<file path="config.mk">
export PLATFORM = sky130hd
export DESIGN_NAME = irq_level_map
export DESIGN_NICKNAME = d
export VERILOG_FILES = /design/src/rtl/irqmap_pkg.sv /design/src/rtl/irqmap_ctl_reg.sv /design/src/rtl/irqmap_pend.sv /design/src/rtl/irqmap_lvl.sv /design/src/rtl/irq_level_map.sv
export SDC_FILE = /design/constraint.sdc
export NUM_CORES = 1
export LEC_CHECK = 0
export BUFFER_PORTS_ARGS = -buffer_cell sky130_fd_sc_hd__buf_2
export CORE_MARGIN = 2
export CORE_UTILIZATION = 40
export CTS_BUF_LIST = sky130_fd_sc_hd__clkbuf_4 sky130_fd_sc_hd__clkbuf_8
export DETAILED_ROUTE_END_ITERATION = 8
export HOLD_SLACK_MARGIN = 0.1
export PLACE_DENSITY = 0.89
export SKIP_CTS_REPAIR_TIMING = 1
export SLEW_MARGIN = 20
export SYNTH_ARGS = -nofsm -noshare
export SYNTH_HDL_FRONTEND = slang
export SYNTH_SLANG_ARGS = --single-unit
</file>
<file path="constraint.sdc">
create_clock -name clk -period 1.09 [get_ports clk]
set_input_delay 0.109 -clock clk [delete_from_list [all_inputs] [get_ports clk]]
set_output_delay 0.109 -clock clk [all_outputs]
set_load 0.05 [all_outputs]
</file>
<file path="src/rtl/irqmap_pkg.sv">
package irqmap_pkg;

   // Register storage word used by the control port.
   typedef logic [7:0] ctl_byte_t;

   // How the level lines leave the block.
   typedef enum logic {
      LVL_OUT_COMB = 1'b0,
      LVL_OUT_FLOP = 1'b1
   } lvl_out_mode_e;

   // Level table, one byte per request line, line 0 in the low byte.
   localparam logic [63:0] DEF_LVL_TABLE = 64'h0E00_0A08_0604_0100;
   localparam ctl_byte_t   DEF_CTL_RST   = 8'h01;
   localparam ctl_byte_t   DEF_CTL_WMASK = 8'hBF;

endpackage

</file>
<file path="src/rtl/irqmap_ctl_reg.sv">
module irqmap_ctl_reg #(
   parameter int               CTL_W     = 8,
   parameter logic [CTL_W-1:0] CTL_RST   = 8'h01,
   parameter logic [CTL_W-1:0] CTL_WMASK = 8'hBF,
   parameter int               EN_BIT    = 0
) (
   input  logic             clk,
   input  logic             rst_n,
   input  logic             wr_en,
   input  logic [CTL_W-1:0] wdata,
   output logic [CTL_W-1:0] ctl_q,
   output logic             en_nxt
);

   logic [CTL_W-1:0] ctl_nxt;

   // Masked bits are dropped before storage.
   always_comb ctl_nxt = wr_en ? (wdata & CTL_WMASK) : ctl_q;

   assign en_nxt = ctl_nxt[EN_BIT];

   always_ff @(posedge clk or negedge rst_n) begin
      if (!rst_n) ctl_q <= CTL_RST;
      else        ctl_q <= ctl_nxt;
   end

endmodule

</file>
<file path="src/rtl/irqmap_pend.sv">
module irqmap_pend #(
   parameter int                        NUM_IRQ   = 8,
   parameter int                        TBL_EW    = 8,
   parameter logic [NUM_IRQ*TBL_EW-1:0] LVL_TABLE = 64'h0E00_0A08_0604_0100
) (
   input  logic               clk,
   input  logic               rst_n,
   input  logic [NUM_IRQ-1:0] req,
   output logic [NUM_IRQ-1:0] pend_nxt,
   output logic [NUM_IRQ-1:0] pend_q
);

   // A line is usable when its table entry is a nonzero level.
   function automatic logic [NUM_IRQ-1:0] usable_mask();
      logic [NUM_IRQ-1:0] m;
      m = '0;
      for (int i = 0; i < NUM_IRQ; i++)
         m[i] = (LVL_TABLE[i*TBL_EW +: TBL_EW] != '0);
      return m;
   endfunction

   localparam logic [NUM_IRQ-1:0] LIVE = usable_mask();

   // Level-following: the flag is a plain copy of the line, not a set/clear latch.
   assign pend_nxt = req & LIVE;

   always_ff @(posedge clk or negedge rst_n) begin
      if (!rst_n) pend_q <= '0;
      else        pend_q <= pend_nxt;
   end

endmodule

</file>
<file path="src/rtl/irqmap_lvl.sv">
module irqmap_lvl
   import irqmap_pkg::*;
#(
   parameter int                        NUM_IRQ   = 8,
   parameter int                        NUM_LVL   = 16,
   parameter int                        TBL_EW    = 8,
   parameter logic [NUM_IRQ*TBL_EW-1:0] LVL_TABLE = 64'h0E00_0A08_0604_0100,
   parameter lvl_out_mode_e             OUT_MODE  = LVL_OUT_FLOP
) (
   input  logic               clk,
   input  logic               rst_n,
   input  logic [NUM_IRQ-1:0] pend,
   input  logic               en,
   output logic [NUM_LVL-1:0] lvl
);

   // Set of request lines feeding level n; level 0 collects nothing.
   function automatic logic [NUM_IRQ-1:0] src_mask(int n);
      logic [NUM_IRQ-1:0] m;
      m = '0;
      for (int i = 0; i < NUM_IRQ; i++)
         m[i] = (n != 0) && (int'(LVL_TABLE[i*TBL_EW +: TBL_EW]) == n);
      return m;
   endfunction

   logic [NUM_LVL-1:0] lvl_c;

   for (genvar n = 0; n < NUM_LVL; n++) begin : g_lvl
      localparam logic [NUM_IRQ-1:0] SRC = src_mask(n);
      if (SRC == '0) begin : g_none
         assign lvl_c[n] = 1'b0;
      end else begin : g_any
         assign lvl_c[n] = en & (|(pend & SRC));
      end
   end

   if (OUT_MODE == LVL_OUT_FLOP) begin : g_flop
      always_ff @(posedge clk or negedge rst_n) begin
         if (!rst_n) lvl <= '0;
         else        lvl <= lvl_c;
      end
   end else begin : g_comb
      assign lvl = lvl_c;
   end

endmodule

</file>
<file path="src/rtl/irq_level_map.sv">
module irq_level_map
   import irqmap_pkg::*;
#(
   parameter int                        NUM_IRQ   = 8,
   parameter int                        NUM_LVL   = 16,
   parameter int                        TBL_EW    = 8,
   parameter int                        CTL_W     = 8,
   parameter logic [NUM_IRQ*TBL_EW-1:0] LVL_TABLE = DEF_LVL_TABLE,
   parameter logic [CTL_W-1:0]          CTL_RST   = DEF_CTL_RST,
   parameter logic [CTL_W-1:0]          CTL_WMASK = DEF_CTL_WMASK,
   parameter int                        EN_BIT    = 0,
   parameter lvl_out_mode_e             OUT_MODE  = LVL_OUT_FLOP
) (
   input  logic               clk,
   input  logic               rst_n,
   input  logic [NUM_IRQ-1:0] irq_req,
   input  logic               reg_wr,
   input  logic               reg_rd,
   input  logic [CTL_W-1:0]   reg_wdata,
   output logic [CTL_W-1:0]   reg_rdata,
   output logic [NUM_LVL-1:0] lvl_out
);

   // ---------------- elaboration-time parameter checks ----------------
   if (NUM_IRQ < 1) begin : g_bad_irq
      $error("irq_level_map: NUM_IRQ must be at least 1");
   end
   if (NUM_LVL < 2 || NUM_LVL > (1 << TBL_EW)) begin : g_bad_lvl
      $error("irq_level_map: NUM_LVL must fit the table entry width");
   end
   if (EN_BIT < 0 || EN_BIT >= CTL_W) begin : g_bad_en
      $error("irq_level_map: EN_BIT outside the control register");
   end else if (!CTL_WMASK[EN_BIT]) begin : g_bad_mask
      $error("irq_level_map: write mask must keep the enable bit");
   end
   if ((CTL_RST & ~CTL_WMASK) != '0) begin : g_bad_rst
      $error("irq_level_map: reset value sets a bit the write mask clears");
   end
   for (genvar i = 0; i < NUM_IRQ; i++) begin : g_tbl_chk
      if (int'(LVL_TABLE[i*TBL_EW +: TBL_EW]) >= NUM_LVL) begin : g_bad_entry
         $error("irq_level_map: table entry names a level beyond NUM_LVL");
      end
   end

   // ---------------- datapath ----------------
   logic [CTL_W-1:0]   ctl_q;
   logic               en_nxt;
   logic [NUM_IRQ-1:0] pend_q;
   logic [NUM_IRQ-1:0] pend_nxt;
   logic [NUM_IRQ-1:0] map_pend;
   logic               map_en;

   irqmap_ctl_reg #(
      .CTL_W    (CTL_W),
      .CTL_RST  (CTL_RST),
      .CTL_WMASK(CTL_WMASK),
      .EN_BIT   (EN_BIT)
   ) u_ctl (
      .clk   (clk),
      .rst_n (rst_n),
      .wr_en (reg_wr),
      .wdata (reg_wdata),
      .ctl_q (ctl_q),
      .en_nxt(en_nxt)
   );

   irqmap_pend #(
      .NUM_IRQ  (NUM_IRQ),
      .TBL_EW   (TBL_EW),
      .LVL_TABLE(LVL_TABLE)
   ) u_pend (
      .clk     (clk),
      .rst_n   (rst_n),
      .req     (irq_req),
      .pend_nxt(pend_nxt),
      .pend_q  (pend_q)
   );

   // A registered output is fed from next-state values so it lags by one edge only.
   if (OUT_MODE == LVL_OUT_FLOP) begin : g_src_next
      assign map_pend = pend_nxt;
      assign map_en   = en_nxt;
   end else begin : g_src_now
      assign map_pend = pend_q;
      assign map_en   = ctl_q[EN_BIT];
   end

   irqmap_lvl #(
      .NUM_IRQ  (NUM_IRQ),
      .NUM_LVL  (NUM_LVL),
      .TBL_EW   (TBL_EW),
      .LVL_TABLE(LVL_TABLE),
      .OUT_MODE (OUT_MODE)
   ) u_lvl (
      .clk  (clk),
      .rst_n(rst_n),
      .pend (map_pend),
      .en   (map_en),
      .lvl  (lvl_out)
   );

   assign reg_rdata = reg_rd ? ctl_q : '0;

endmodule

</file>
==> impl_metrics.env <==
export IMPL_critPathMaxFanout=2
export IMPL_clock_fmax_mhz=818.7
export IMPL_vias=433
export IMPL_first_global_vias=347
export IMPL_timing_final_max_slew_violations=0
export IMPL_path_class="reg2out"
export IMPL_synth_seq_area_share_pct=54.83
export IMPL_drv_cap=0
export IMPL_vias_per_cell=4.085
export IMPL_final_hold_viol_count=0
export IMPL_routed_wl_mm=1.219
export IMPL_path_clk_slew_ns=0.07
export IMPL_pin_count_of_the_biggest_net_entering_global_routing=14
export IMPL_io_buffer_count=29
export IMPL_fin_nets=112
export IMPL_groute_usage_overall_pct=10.40
export IMPL_area_enclosed_by_the_die_boundary_sq_um=1813
export IMPL_critPathCaptureType="output pin"
export IMPL_synth_cell_type_count=9
export IMPL_syn_avg_cell_area_sq_um=12.67
export IMPL_grt_first_pass_wirelength_mm=1.386
export IMPL_gr_total_overflow=0
export IMPL_cts_sinks=13
export IMPL_antenna_found_initial=0
export IMPL_placed_cells=89
export IMPL_synthAdderAreaFrac_pct=0
export IMPL_setup_viol=2
export IMPL_num_antenna_cells=0
export IMPL_synth_compound_gate_area_share_pct=0
export IMPL_power_per_cell_area_nw_per_um2=1410
export IMPL_power_ir_vdd_worst_mv=0.8176
export IMPL_report_power_total_uw=1294
export IMPL_drcViolationCount=0
export IMPL_mappedNetlistArea_sq_um=595.6
export IMPL_die_width_um=42.59
export IMPL_htree_num_levels=1
export IMPL_cts_tree="yes"
export IMPL_remaining_antenna_violation_count=0
export IMPL_synth_area_in_simple_gates_pct=13.66
export IMPL_timing_final_crit_share_pct=112.1
export IMPL_required_ns=0.98
export IMPL_synth_top_cell_area_share_pct=50.42
export IMPL_violations="setup timing"
export IMPL_share_of_cells_above_drive_strength_1_pct=46.15
export IMPL_first_pass_iters=2
export IMPL_fin_cells=106
export IMPL_critPathLaunchType="flip-flop"
export IMPL_std_cell_rows=13
export IMPL_period_needed_ns=1.222
export IMPL_synth_xor_area_share_pct=0
export IMPL_floorplan_core_area_sq_um=1350
export IMPL_run_status="finished, violations left"
export IMPL_synth_area_top_cells="sky130_fd_sc_hd__dfrtp_1 (50%), sky130_fd_sc_hd__buf_4 (15%), sky130_fd_sc_hd__mux2_2 (11%)"
export IMPL_die_height_um=42.59
export IMPL_drt_iter0_drc=5
export IMPL_dp_hpwl_um=773.2
export IMPL_rsz0062_at_grt="yes"
export IMPL_total_leakage_power_uw=0.0004699
export IMPL_worstSkewPairLatency_ns=0.27
export IMPL_cell_taking_the_most_area_after_synthesis="sky130_fd_sc_hd__dfrtp_1"
export IMPL_synthCells=47
export IMPL_tritoncts_num_buffers=3
export IMPL_largest_family_of_logic_cells_by_synthesized_area="buffers and inverters"
export IMPL_synth_ff_latch_count=13
export IMPL_gp_congestion=0.6368
export IMPL_crit_arrival_ns=1.11
export IMPL_pin_count=44
export IMPL_hold_slack_ns=0.1213
export IMPL_area_growth_syn_to_layout_pct=53.99
export IMPL_worst_hold_path_type="in2reg"
export IMPL_detail_route_wl_per_cell_um=11.50
export IMPL_clock_skew_ns=0.001951
export IMPL_synth_yosys_warnings=0
export IMPL_cts_root_buf="sky130_fd_sc_hd__clkbuf_4"
export IMPL_synth_mux_area_fraction_pct=15.13
export IMPL_cts_path_max_buffers=2
export IMPL_final_critical_path_setup_slack_ns=-0.1315
export IMPL_floorplan_initialDensity_pct=44.11
-- kinds of logic (layout without fill, tap and decap cells) --
logic type             Yosys count  count (layout)
flip-flops                      13              13
AND/OR/NAND/NOR                 13              13
buffers and inverters           13              47
multiplexers                     7               7
other                            1              11
-- cells in the final DEF (no fill, tap or decap) --
cell and instances:
sky130_fd_sc_hd__buf_2 22, sky130_fd_sc_hd__dlygate4sd3_1 13, sky130_fd_sc_hd__dfrtp_1 12, sky130_fd_sc_hd__conb_1 11
sky130_fd_sc_hd__and2_1 6, sky130_fd_sc_hd__nor2b_1 6, sky130_fd_sc_hd__mux2_2 6, sky130_fd_sc_hd__buf_6 6
sky130_fd_sc_hd__clkbuf_4 4, sky130_fd_sc_hd__and2_4 1, sky130_fd_sc_hd__mux2i_4 1, sky130_fd_sc_hd__inv_1 1
sky130_fd_sc_hd__buf_8 1, sky130_fd_sc_hd__dfstp_2 1
-- metrics by stage --
stage	area (sq um)	util, %	setup TNS [ns]	worst slack, ns
after detailed placement	706.9	52.36	0	0.07422
after floorplan	633.1	-	0	0.02749
after global routing	917.1	67.93	-0.2847	-0.1524
after CTS	737.0	54.59	-0.3575	-0.2370
after global placement	706.9	52.36	0	0.08507
final	917.1	67.93	-0.1320	-0.1315
-- worst paths after layout --
path	start	end	slack, ns	cells past startpoint
setup / recovery	u_ctl.ctl_q[0]$_DFF_PN1_	reg_rdata[0]	-0.13	2
max in group asynchronous	rst_n	u_ctl.ctl_q[0]$_DFF_PN1_	0.56	2
hold / removal	reg_wdata[0]	u_ctl.ctl_q[0]$_DFF_PN1_	0.12	3
hold reg to reg	u_ctl.ctl_q[3]$_DFFE_PN0P_	u_ctl.ctl_q[3]$_DFFE_PN0P_	0.51	1
min in group asynchronous	rst_n	u_ctl.ctl_q[4]$_DFFE_PN0P_	0.25	2
setup reg to reg	u_ctl.ctl_q[0]$_DFF_PN1_	u_lvl.lvl[10]$_DFF_PN0_	0.26	2
-- where the power goes --
part           internal, uW  switching, uW
Sequential              527           17.4
Combinational           147            287
Clock                   166            149
-- registers in the layout, summed over array words and instances, names as in the netlist --
signal / cells
u_lvl.lvl: 6
u_ctl.ctl_q: 7
-- cell usage after synthesis --
master	n
sky130_fd_sc_hd__buf_4	12
sky130_fd_sc_hd__and2_1	7
sky130_fd_sc_hd__conb_1	1
sky130_fd_sc_hd__nor2b_1	6
sky130_fd_sc_hd__mux2i_4	1
sky130_fd_sc_hd__dfstp_2	1
sky130_fd_sc_hd__inv_1	1
sky130_fd_sc_hd__mux2_2	6
sky130_fd_sc_hd__dfrtp_1	12
-- critical path, stage by stage, from the launching register on --
cell	delay, ns
sky130_fd_sc_hd__dfstp_2	0.55
sky130_fd_sc_hd__and2_4	0.15
sky130_fd_sc_hd__buf_8	0.14
-- per-layer routing --
| metal | share of wire [%] | GRT usage [%] |
|---|---|---|
| met1 | 38 | 11.14 |
| met2 | 56 | 16.92 |
| met3 | 5.7 | 3.017 |
| met4 | 0 | 8.125 |
| met5 | 0 | 0 |
-- layout make-up --
| class | count | area [sq um] |
|---|---|---|
| fill | 110 | 432.9 |
| inverter | 1 | 3.754 |
| clock buffer | 4 | 30.03 |
| tap | 15 | 18.77 |
| multi-input combinational | 31 | 215.2 |
| timing repair buffer | 42 | 322.8 |
| sequential | 13 | 326.6 |
Power figures use the tool's default switching activity.
